<file path="src/rtl/sai_rx_pkg.sv">
package sai_rx_pkg;

    // Word assembler states
    typedef enum logic [1:0] {
        ST_SYNC = 2'd0,   // waiting for the first frame-clock edge after reset
        ST_DATA = 2'd1,   // collecting bits of a word
        ST_PAD  = 2'd2    // word full, ignoring remaining slots
    } asm_state_t;

endpackage

</file>
<file path="src/rtl/sai_frame_edge.sv">
module sai_frame_edge (
    input  logic clk,
    input  logic rst_n,
    input  logic fmt_i2s,
    input  logic lrclk,
    output logic frame_edge,
    output logic chan_right
);

    localparam int WARM_W   = 2;
    localparam int WARM_MAX = 2;

    logic              lr_q;
    logic              lr_q2;
    logic [WARM_W-1:0] warm;
    logic              cur_lr;
    logic              prev_lr;

    always_ff @(posedge clk or negedge rst_n) begin
        if (!rst_n) begin
            lr_q  <= 1'b0;
            lr_q2 <= 1'b0;
            warm  <= '0;
        end else begin
            lr_q  <= lrclk;
            lr_q2 <= lr_q;
            if (warm != WARM_W'(WARM_MAX)) begin
                warm <= warm + 1'b1;
            end
        end
    end

    // I2S is treated as left-justified framing with the frame clock one slot late
    always_comb begin
        cur_lr     = fmt_i2s ? lr_q  : lrclk;
        prev_lr    = fmt_i2s ? lr_q2 : lr_q;
        frame_edge = (warm == WARM_W'(WARM_MAX)) && (cur_lr != prev_lr);
        chan_right = fmt_i2s ? cur_lr : ~cur_lr;
    end

endmodule

</file>
<file path="src/rtl/sai_word_asm.sv">
module sai_word_asm #(
    parameter int WIDTH = 24
) (
    input  logic             clk,
    input  logic             rst_n,
    input  logic             frame_edge,
    input  logic             chan_right,
    input  logic             sdata,
    output logic             word_done,
    output logic             word_right,
    output logic [WIDTH-1:0] word
);
    import sai_rx_pkg::*;

    localparam int CW = $clog2(WIDTH + 1);

    asm_state_t     state, state_nx;
    logic [WIDTH-1:0] sh;
    logic [WIDTH-1:0] sh_ins;
    logic [CW-1:0]    cnt;
    logic             cur_right;
    logic             last_bit;

    assign last_bit = (cnt == CW'(WIDTH - 1));

    // Shift image with the current bit placed at its position
    always_comb begin
        for (int i = 0; i < WIDTH; i++) begin
            sh_ins[i] = (CW'(WIDTH - 1 - i) == cnt) ? sdata : sh[i];
        end
    end

    // State register
    always_ff @(posedge clk or negedge rst_n) begin
        if (!rst_n) begin
            state <= ST_SYNC;
        end else begin
            state <= state_nx;
        end
    end

    // Next state
    always_comb begin
        state_nx = state;
        unique case (state)
            ST_SYNC: state_nx = frame_edge ? ST_DATA : ST_SYNC;
            ST_DATA: begin
                if (frame_edge) begin
                    state_nx = ST_DATA;
                end else if (last_bit) begin
                    state_nx = ST_PAD;
                end else begin
                    state_nx = ST_DATA;
                end
            end
            ST_PAD:  state_nx = frame_edge ? ST_DATA : ST_PAD;
            default: state_nx = ST_SYNC;
        endcase
    end

    // Datapath and outputs
    always_ff @(posedge clk or negedge rst_n) begin
        if (!rst_n) begin
            sh         <= '0;
            cnt        <= '0;
            cur_right  <= 1'b0;
            word_done  <= 1'b0;
            word_right <= 1'b0;
            word       <= '0;
        end else begin
            word_done <= 1'b0;
            if (frame_edge) begin
                if (state == ST_DATA) begin
                    // cut short: unreceived LSBs stay zero
                    word_done  <= 1'b1;
                    word_right <= cur_right;
                    word       <= sh;
                end
                sh        <= {sdata, {(WIDTH-1){1'b0}}};
                cnt       <= CW'(1);
                cur_right <= chan_right;
            end else if (state == ST_DATA) begin
                if (last_bit) begin
                    word_done  <= 1'b1;
                    word_right <= cur_right;
                    word       <= sh_ins;
                end
                sh  <= sh_ins;
                cnt <= cnt + 1'b1;
            end
        end
    end

endmodule

</file>
<file path="src/rtl/sai_pair_out.sv">
module sai_pair_out #(
    parameter int WIDTH = 24
) (
    input  logic             clk,
    input  logic             rst_n,
    input  logic             word_done,
    input  logic             word_right,
    input  logic [WIDTH-1:0] word,
    output logic [WIDTH-1:0] left_o,
    output logic [WIDTH-1:0] right_o,
    output logic             valid_o
);

    logic [WIDTH-1:0] left_hold;
    logic             have_left;

    always_ff @(posedge clk or negedge rst_n) begin
        if (!rst_n) begin
            left_hold <= '0;
            have_left <= 1'b0;
            left_o    <= '0;
            right_o   <= '0;
            valid_o   <= 1'b0;
        end else begin
            valid_o <= 1'b0;
            if (word_done) begin
                if (!word_right) begin
                    left_hold <= word;
                    have_left <= 1'b1;
                end else if (have_left) begin
                    left_o    <= left_hold;
                    right_o   <= word;
                    valid_o   <= 1'b1;
                    have_left <= 1'b0;
                end
            end
        end
    end

endmodule

</file>
<file path="src/rtl/sai_rx.sv">
module sai_rx #(
    parameter int WIDTH = 24
) (
    input  logic             clk,
    input  logic             rst_n,
    input  logic             fmt_i2s,
    input  logic             lrclk,
    input  logic             sdata,
    output logic [WIDTH-1:0] left_o,
    output logic [WIDTH-1:0] right_o,
    output logic             valid_o
);

    logic             f_edge;
    logic             f_right;
    logic             w_done;
    logic             w_right;
    logic [WIDTH-1:0] w_word;

    sai_frame_edge u_edge (
        .clk        (clk),
        .rst_n      (rst_n),
        .fmt_i2s    (fmt_i2s),
        .lrclk      (lrclk),
        .frame_edge (f_edge),
        .chan_right (f_right)
    );

    sai_word_asm #(.WIDTH(WIDTH)) u_asm (
        .clk        (clk),
        .rst_n      (rst_n),
        .frame_edge (f_edge),
        .chan_right (f_right),
        .sdata      (sdata),
        .word_done  (w_done),
        .word_right (w_right),
        .word       (w_word)
    );

    sai_pair_out #(.WIDTH(WIDTH)) u_pair (
        .clk        (clk),
        .rst_n      (rst_n),
        .word_done  (w_done),
        .word_right (w_right),
        .word       (w_word),
        .left_o     (left_o),
        .right_o    (right_o),
        .valid_o    (valid_o)
    );

endmodule

</file>
<file path="config.mk">
export PLATFORM = sky130hd
export DESIGN_NAME = sai_rx
export DESIGN_NICKNAME = d
export VERILOG_FILES = /design/src/rtl/sai_rx_pkg.sv /design/src/rtl/sai_frame_edge.sv /design/src/rtl/sai_word_asm.sv /design/src/rtl/sai_pair_out.sv /design/src/rtl/sai_rx.sv
export SDC_FILE = /design/constraint.sdc
export NUM_CORES = 1
export LEC_CHECK = 0
export BUFFER_PORTS_ARGS = -buffer_cell sky130_fd_sc_hd__buf_2
export CORE_AREA = 2 2 120 122
export CTS_CLUSTER_DIAMETER = 80
export DETAILED_ROUTE_END_ITERATION = 8
export DIE_AREA = 0 0 122 124
export GPL_ROUTABILITY_DRIVEN = 1
export HOLD_SLACK_MARGIN = 0.03
export PLACE_DENSITY = 0.66
export SLEW_MARGIN = 25
export SYNTH_ARGS = -nofsm -noshare
export SYNTH_HDL_FRONTEND = slang
export SYNTH_SLANG_ARGS = --single-unit
</file>
<file path="constraint.sdc">
create_clock -name clk -period 4 [get_ports clk]
set_input_delay 0 -clock clk [delete_from_list [all_inputs] [get_ports clk]]
set_output_delay 0 -clock clk [all_outputs]
set_load 0.01 [all_outputs]
</file>
# --- Word-level counts from Yosys, hierarchy flattened ---
# Index checks and enable logic that the tools add are counted.
classes:
  n_reduce_logical: 8
  mux: 52
  bitwise: 2
  add_sub_neg: 2
  eq_ne: 29
ops:
  columns: ["op", "count"]
  rows:
  - ["2-to-1 mux 24 bit", 6]
  - ["equality test 4 x 5 -> 1 bit, first input constant", 8]
  - ["equality test 5 bit, first input constant", 8]
  - ["2-to-1 mux 1 bit", 40]
  - ["equality test 3 x 5 -> 1 bit, first input constant", 4]
  - ["equality test 2 x 5 -> 1 bit, first input constant", 2]
  - ["2-to-1 mux 5 bit", 2]
  - ["2-to-1 mux 2 bit", 3]
  - ["one-hot mux 2 bit (3 select lines)", 1]
  - ["adder 5 x 1 -> 5 bit, second input constant", 1]
  - ["equality test 1 x 5 -> 1 bit, first input constant", 1]
  - ["equality test 5 bit, second input constant", 1]
  - ["zero test 5 bit", 1]
  - ["equality test 2 bit, second input constant", 2]
  - ["AND reduction 2 bit", 2]
  - ["nonzero test 2 bit", 2]
  - ["AND reduction 3 bit", 1]
  - ["adder 2 x 1 -> 2 bit, second input constant", 1]
  - ["equality test 2 x 1 -> 1 bit, second input constant", 1]
  - ["zero test 2 bit", 1]
  - ["inequality test 2 bit, second input constant", 1]
  - ["inverter 1 bit", 2]
  - ["logical AND 1 bit", 1]
  - ["inequality test 1 bit", 1]
totals:
  out_inout_bits: 49
  in_bits: 5
  register_bits: 136

# --- Depth between registers and ports, before layout ---
# Gate-level depths: netlist of run 1.
depth:
  word_depth: 5
  depth_mapped: 8
  ltp_nobuf: 6

# --- Hierarchy ---
# From an unflattened synthesis of run 1, not the netlist that was laid out.
hier_totals:
  cells_unflattened: 491
  area_unflattened_um2: 5896.9
by_module_without_submodules:
  columns: ["module", "instances", "area_per_inst_um2", "cells_per_inst"]
  rows:
  - ["sai_word_asm", 1, 2950.3, 317]
  - ["sai_pair_out", 1, 2773.9, 159]
  - ["sai_frame_edge", 1, 172.7, 15]

# --- Worst setup path before layout of run 1 ---
# OpenSTA, ideal clock, no wires.
synth_path:
  path_kind: "flip-flop to flip-flop"
  start: "register u_asm.cnt[3]"
  end: "register u_asm.word[8]"
  path_slack_ns: 2.204
  synth_period_minus_slack_ns: 1.796
  path_buffers: 2
  required_ns: 3.877
  setup_time_ns: 0.123
  t_arrival_ns: 1.673
  path_stages_with_launch: 8
  path_cell_list: "dfrtp_1 > clkbuf_1 > clkbuf_1 > and3_1 > ha_1 > mux2i_1 > nand3_1 > o221a_1"
synth_between:
  elab_chain_cells: 5
synth_lines:
  columns: ["element", "line_no", "rtl"]
  rows:
  - ["from (decl)", "sai_word_asm.sv:20", "logic [CW-1:0] cnt;"]
  - ["from (signal assigned)", "sai_word_asm.sv:89", "cnt <= cnt + 1'b1;"]
  - ["equality test 4 x 5 -> 1 bit", "sai_word_asm.sv:29", "sh_ins[i] = (CW'(WIDTH - 1 - i) == cnt) ? sdata : sh[i];"]
  - ["2-to-1 mux 1 bit", "sai_word_asm.sv:29", null]
  - ["2-to-1 mux 24 bit", "sai_word_asm.sv:83", "if (last_bit) begin"]
  - ["2-to-1 mux 24 bit", "sai_word_asm.sv:82", "end else if (state == ST_DATA) begin"]
  - ["2-to-1 mux 24 bit", "sai_word_asm.sv:72", "if (frame_edge) begin"]
  - ["to (signal assigned)", "sai_word_asm.sv:77", "word <= sh;"]
  - ["to (signal assigned)", "sai_word_asm.sv:86", "word <= sh_ins;"]
  - ["to (decl)", "sai_word_asm.sv:11", "output logic [WIDTH-1:0] word"]
# Several ways; a longest one is shown, not always the timed one. The select of a mux whose other input is x is not followed.
# A chain may end at the register's enable or synchronous reset.

# --- Worst setup path in the final report of run 1 ---
layout_path:
  start: "register u_asm.cnt[2]"
  end: "register u_asm.word[12]"
# Same word-level chain as after synthesis.

==> results.yml, run 1 <==
floorplan:
  io_pins: 54
  core_area_um2: 13700
  die-area_um2: 15100
  die_width_um: 122
  die_y_um: 124
  num_rows: 43
  initial_core_util_pct: 44.2
worst_setup_path:
  r2r_cells: 5
  cp_data_required_time_ps: 4300
  start_kind: "flop"
  crit_chain: "nand4b_2 > nor3_4 > nand2b_1 > buf_4 > mux2_2"
  crit_buf_inv: 1
  cpPeakStageDelay_ps: 910
  r2r-start: "u_asm.cnt[2]"
  path_class: "flop to flop"
  crit_path_end_kind: "flop"
  critPathTopFamily: "flip-flops"
  crit_slowest_cell: "dfrtp_1"
  worstPathArrival_ps: 2880
  rrSetupSlack_ps: 1420
  r2r-end: "u_asm.word[12]"
  worst-path-max-fanout: 28
worst_hold_path:
  hp-class: "input port to flop"
  hold_depth: 3
  hold_path_end: "u_asm.sh[20]"
  worstHoldStart: "sdata"
cells_and_area:
  fin_nets: 525
  antenna-diode-count: 0
  final_area_um2: 7140
  areaGrowthSynthToFinish_pct: 17.8
  nFillCells: 1162
  layout-drive-gt1-share_pct: 35.1
drt:
  wl_per_cell_um: 16.9
  viasPerCell: 5.41
  remaining_drc_errors: 0
  wl_mm: 11.9
  antenna_left: 0
  drt_first_iter_violations: 239
  vias: 3822
  drt_pass1_iterations: 4
logic_synthesis:
  synth_seq_cells: 136
  synth-xor-area-share_pct: 0.578
  ys.flop_type: "dfrtp_1"
  synth_top_family_by_area: "multiplexers"
  synth.area.mux_share_pct: 19.8
  yosysMostFrequentCell: "dfrtp_1"
  netlist.area_leader.share_pct: 56.2
  yosys.area_share.simple_pct: 11.8
  ys_seq_area_share_pct: 56.2
  synth_compound_area_share_pct: 6.87
  synth-edff-count: 0
  synth_cell_types: 39
  synth_area_leaders: "dfrtp_1 (56%), mux2_2 (14%), mux2i_1 (5.0%)"
  yosys-top-cells-count: "dfrtp_1 (136), mux2_2 (75), nand3_1 (37)"
  ys_warn_count: 0
  synthAdderAreaFrac_pct: 1.24
  syn_inst: 468
  synth_nets: 479
  yosysTopAreaCell: "dfrtp_1"
  syn_area_um2: 6060
  synthArstFlopShare_pct: 100
  syn_avg_cell_area_um2: 13.0
placed_design:
  dp_slack_ps: 1440
  io_buffers: 53
  dp_hpwl_mm: 7.44
  dpl_cell_area_um2: 6450
  routabilityCongestion: 0.828
global_route:
  grt_pass1_wl_mm: 20.1
  grt_max_degree: 110
  grt_pass1_vias: 3828
  grtUsageTotal_pct: 17.1
  antenna_found_initial: 0
  gr-total-overflow: 0
sta:
  finalWorstSetupSlack_ps: 1420
  hold_violations: 0
  period_needed_ps: 2580
  fmax_mhz: 388
  timing.slew.headroom_pct: 40.0
  rsz0062_at_grt: "no"
  setup_viol_count_final: 0
  worstMarginPinSlew_ps: 888
  drv_slew: 0
  tns_ps: 0
  fin_skew_ps: 9.39
  fin_crit_sh_pct: 64.5
clock_tree:
  cts.path.max_buffers: 2
  clock-sinks: 136
  numCtsBuffers: 17
  cts_tree: "done"
  clockRootBuffer: "clkbuf_16"
  cts.reportedPaths.clkPinSlew_ps: 60
  htreeDepth: 4
  clock_latency_ps: 420
status:
  status: "finished clean"
pwr:
  p_per_area_nw_per_um2: 661
  ir_drop_mv: 0.377
  power_leakage_uw: 0.00327
flow_run:
  drv_cap: 0
state kept, by name (all words and copies together) (netlist names), 2 cells and up:
| signal | flops |
|---|---|
| u_asm.cnt | 5 |
| u_pair.left_o | 24 |
| u_edge.warm | 2 |
| u_asm.sh | 24 |
| u_pair.left_hold | 24 |
| u_pair.right_o | 24 |
| u_asm.state | 2 |
| u_asm.word | 24 |
worst reg2reg max path, stage by stage, from the launching register on:
cell and delay [ps]:
dfrtp_1 910, nand4b_2 270, nor3_4 180, nand2b_1 430
buf_4 320, mux2_2 360
cell families (layout without fill, tap and decap cells):
| kind of cell | Yosys count | after routing |
|---|---|---|
| simple gates | 117 | 117 |
| flops | 136 | 136 |
| buf+inv | 47 | 106 |
| compound gates | 50 | 50 |
| mux | 108 | 108 |
| xor+xnor | 4 | 4 |
| fa+ha+maj | 6 | 6 |
routing by layer:
metal	routed length, um	vias to the layer above	track usage [%]
li1	-	1802	-
met1	5630	1924	23.3
met2	5680	81	26.8
met3	503	15	4.40
met4	135	0	5.82
met5	0	-	0
layout make-up:
class	instances	area (um2)	share of cell area (%)
timing repair buffer	65	372	5.20
sequential	136	3400	47.7
tap	180	225	3.15
clock buffer	20	457	6.40
inverter	9	33.8	0.473
clock inverter	12	196	2.75
multi-input combinational	285	2450	34.4
through the flow:
| stage | cells | power (uW) | hold WS, ps | utilization (%) |
|---|---|---|---|---|
| global placement | 672 | 2990 | 152 | 47.0 |
| floorplan | 468 | 2640 | -296 | - |
| CTS | 707 | 4780 | 169 | 52.0 |
| detailed placement | 672 | 3050 | 160 | 47.0 |
| global route | 707 | 4970 | 219 | 52.0 |
| finish | 707 | 4720 | 180 | 52.0 |
how the worst max path moves through the flow:
stage | start | end | slack [ps] | cells after the start
4_1_cts | u_asm.cnt[2] | u_asm.word[12] | 1410 | 5
3_3_place_gp | u_asm.cnt[2] | u_asm.word[12] | 1530 | 5
5_1_grt | u_asm.cnt[2] | u_asm.word[12] | 1220 | 5
3_5_place_dp | u_asm.cnt[2] | u_asm.word[12] | 1440 | 5
6_report | u_asm.cnt[2] | u_asm.word[12] | 1420 | 5
2_1_floorplan | u_asm.cnt[3] | u_asm.word[8] | 2200 | 7
timing repair:
action	in CTS	in global routing
hold endpoints to repair	110	0
gates resized for setup	0	0
hold buffers	3	0
buffers inserted	0	0
cell usage in the layout, fill, tap and decap left out, types with 5 or more instances in the layout:
| master | n |
|---|---|
| dfrtp_1 | 136 |
| a211oi_1 | 7 |
| nand2_1 | 21 |
| clkbuf_16 | 17 |
| nor4bb_1 | 6 |
| mux2i_1 | 30 |
| and4bb_2 | 6 |
| nor2b_1 | 5 |
| nand3_1 | 36 |
| mux2_2 | 75 |
| ha_1 | 6 |
| inv_1 | 9 |
| bufinv_16 | 5 |
| a21oi_1 | 13 |
| buf_2 | 52 |
| nand4b_1 | 6 |
| buf_4 | 9 |
| nor2_1 | 20 |
| o221a_1 | 19 |
power breakdown:
part           total, uW  switching [uW]  internal [uW]
logic               1010             470            537
registers           2000             232           1770
clock network       1710             573           1140
(Power assumes the default switching activity.)
==> run 2, diff against run 1 <==
==> constraint.sdc (replaced) <==
create_clock -name clk -period 2.4 [get_ports clk]
set_input_delay 0 -clock clk [delete_from_list [all_inputs] [get_ports clk]]
set_output_delay 0 -clock clk [all_outputs]
set_load 0.01 [all_outputs]
==> results.yml, run 2 (synthesized netlist as in run 1, its figures left out) <==
status:
  status: "finished clean"
flow_run:
  drv_cap: 0
worst_setup_path:
  crit_path_end_kind: "flop"
  path_class: "flop to flop"
  crit_chain: "inv_1 > ha_1 > and2_1 > mux2_2 > a31oi_1 > mux2_1"
  worstPathArrival_ps: 2250
  crit_slowest_cell: "mux2_2"
  cpPeakStageDelay_ps: 430
  worst-path-max-fanout: 18
  crit_buf_inv: 1
  r2r-start: "u_edge.warm[0]"
  critPathTopFamily: "multiplexers"
  cp_data_required_time_ps: 2700
  start_kind: "flop"
  crit_start: "u_edge.warm[0]"
  rrSetupSlack_ps: 440
drt:
  viasPerCell: 5.46
  wl_mm: 12.1
  wl_per_cell_um: 16.9
  remaining_drc_errors: 0
  antenna_left: 0
  drt_pass1_iterations: 4
  vias: 3903
  drt_first_iter_violations: 282
cells_and_area:
  final_common_cell: "dfrtp_1"
  layout-drive-gt1-share_pct: 35.9
  nFillCells: 1189
  antenna-diode-count: 0
  areaGrowthSynthToFinish_pct: 18.6
  fin_nets: 534
  layout_common_cells: "dfrtp_1 (136), mux2_2 (75), buf_2 (52)"
  final_area_um2: 7190
clock_tree:
  clock_latency_ps: 410
  cts_tree: "done"
  postCtsSetupBuffers: 0
  cts.path.max_buffers: 2
  clock-sinks: 136
  htreeDepth: 4
  cts.reportedPaths.clkPinSlew_ps: 60
  numCtsBuffers: 17
  clockRootBuffer: "clkbuf_16"
global_route:
  grtUsageTotal_pct: 16.9
  grt_pass1_wl_mm: 20.0
  grt_max_degree: 64
  antenna_found_initial: 0
  gr-total-overflow: 0
  grt_pass1_vias: 3906
pwr:
  power_uw: 7770
  ir_drop_mv: 0.532
  power_leakage_uw: 0.00331
  p_per_area_nw_per_um2: 1080
floorplan:
  die-area_um2: 15100
  core_area_um2: 13700
  die_y_um: 124
  initial_core_util_pct: 44.2
  num_rows: 43
  io_pins: 54
  die_width_um: 122
sta:
  setup_viol_count_final: 0
  tns_ps: 0
  fin_skew_ps: 7.63
  drv_slew: 0
  period_needed_ps: 1960
  worstMarginPinSlew_ps: 685
  rsz0062_at_grt: "no"
  fmax_mhz: 510
  fin_crit_sh_pct: 81.6
  timing.slew.headroom_pct: 54.3
  hold_violations: 0
worst_hold_path:
  hp-class: "input port to asynchronous set/reset pin"
placed_design:
  dpl_cell_area_um2: 6530
  io_buffers: 53
  dp_hpwl_mm: 7.56
  routabilityCongestion: 0.793
-- run 2: cell types whose count changed in the layout (fill, tap and decap cells not counted), sizes merged --
cell,previous run,this run
clkinv,3,6
clkinvlp,3,1
bufinv,5,4
inv,10,9
clkbuf,21,20
buf,61,71
-- run 2: final timing paths --
path / depth (start not counted) / to
max: 6 / u_asm.sh[23]
min: 2 / u_pair.left_o[20]
max reg2reg: 6 / u_asm.sh[23]
min reg2reg: 0 / u_edge.lr_q2
max in group asynchronous: 3 / u_asm.sh[19]
min in group clk: 3 / u_asm.sh[8]
-- run 2: metrics by stage --
step / hold WS [ps] / instances / utilization, % / setup WS, ps
2_1_floorplan: -296 / 468 / - / 604
3_3_place_gp: -58.7 / 681 / 47.6 / 507
3_5_place_dp: -50.8 / 681 / 47.6 / 446
4_1_cts: 88.4 / 715 / 52.4 / 433
5_1_grt: 107 / 715 / 52.4 / 277
6_report: 72.4 / 715 / 52.4 / 441
-- run 2: cell type report --
class | instances | area [um2] | area share [%]
Inverter | 9 | 33.8 | 0.470
Clock buffer | 20 | 457 | 6.35
Clock inverter | 11 | 173 | 2.40
Timing Repair Buffer | 74 | 449 | 6.25
Multi-Input combinational cell | 285 | 2450 | 34.0
Sequential cell | 136 | 3400 | 47.3
Tap cell | 180 | 225 | 3.13
-- run 2: metal layers --
metal | part of all wire, % | track usage [%] | vias up | wire length (um)
met5 | 0 | 0 | - | 0
met4 | 0.96 | 6.68 | 0 | 116
met1 | 47 | 22.7 | 1978 | 5700
met2 | 48 | 26.5 | 82 | 5820
li1 | - | - | 1829 | -
met3 | 3.8 | 4.21 | 14 | 465
-- run 2: where the power goes --
part / switching, uW / leakage (uW) / total (uW) / internal (uW)
sequential: 352 / 0.00173 / 3300 / 2950
combinational: 809 / 0.00128 / 1730 / 919
clock: 951 / 0.000306 / 2740 / 1790
total: 2110 / 0.00331 / 7770 / 5660
-- run 2: repair_timing --
item / CTS / global route
gates resized for setup: 0 / 0
hold buffers: 3 / 0
endpoints found under the hold margin: 112 / 0
setup endpoints to repair: 0 / 0
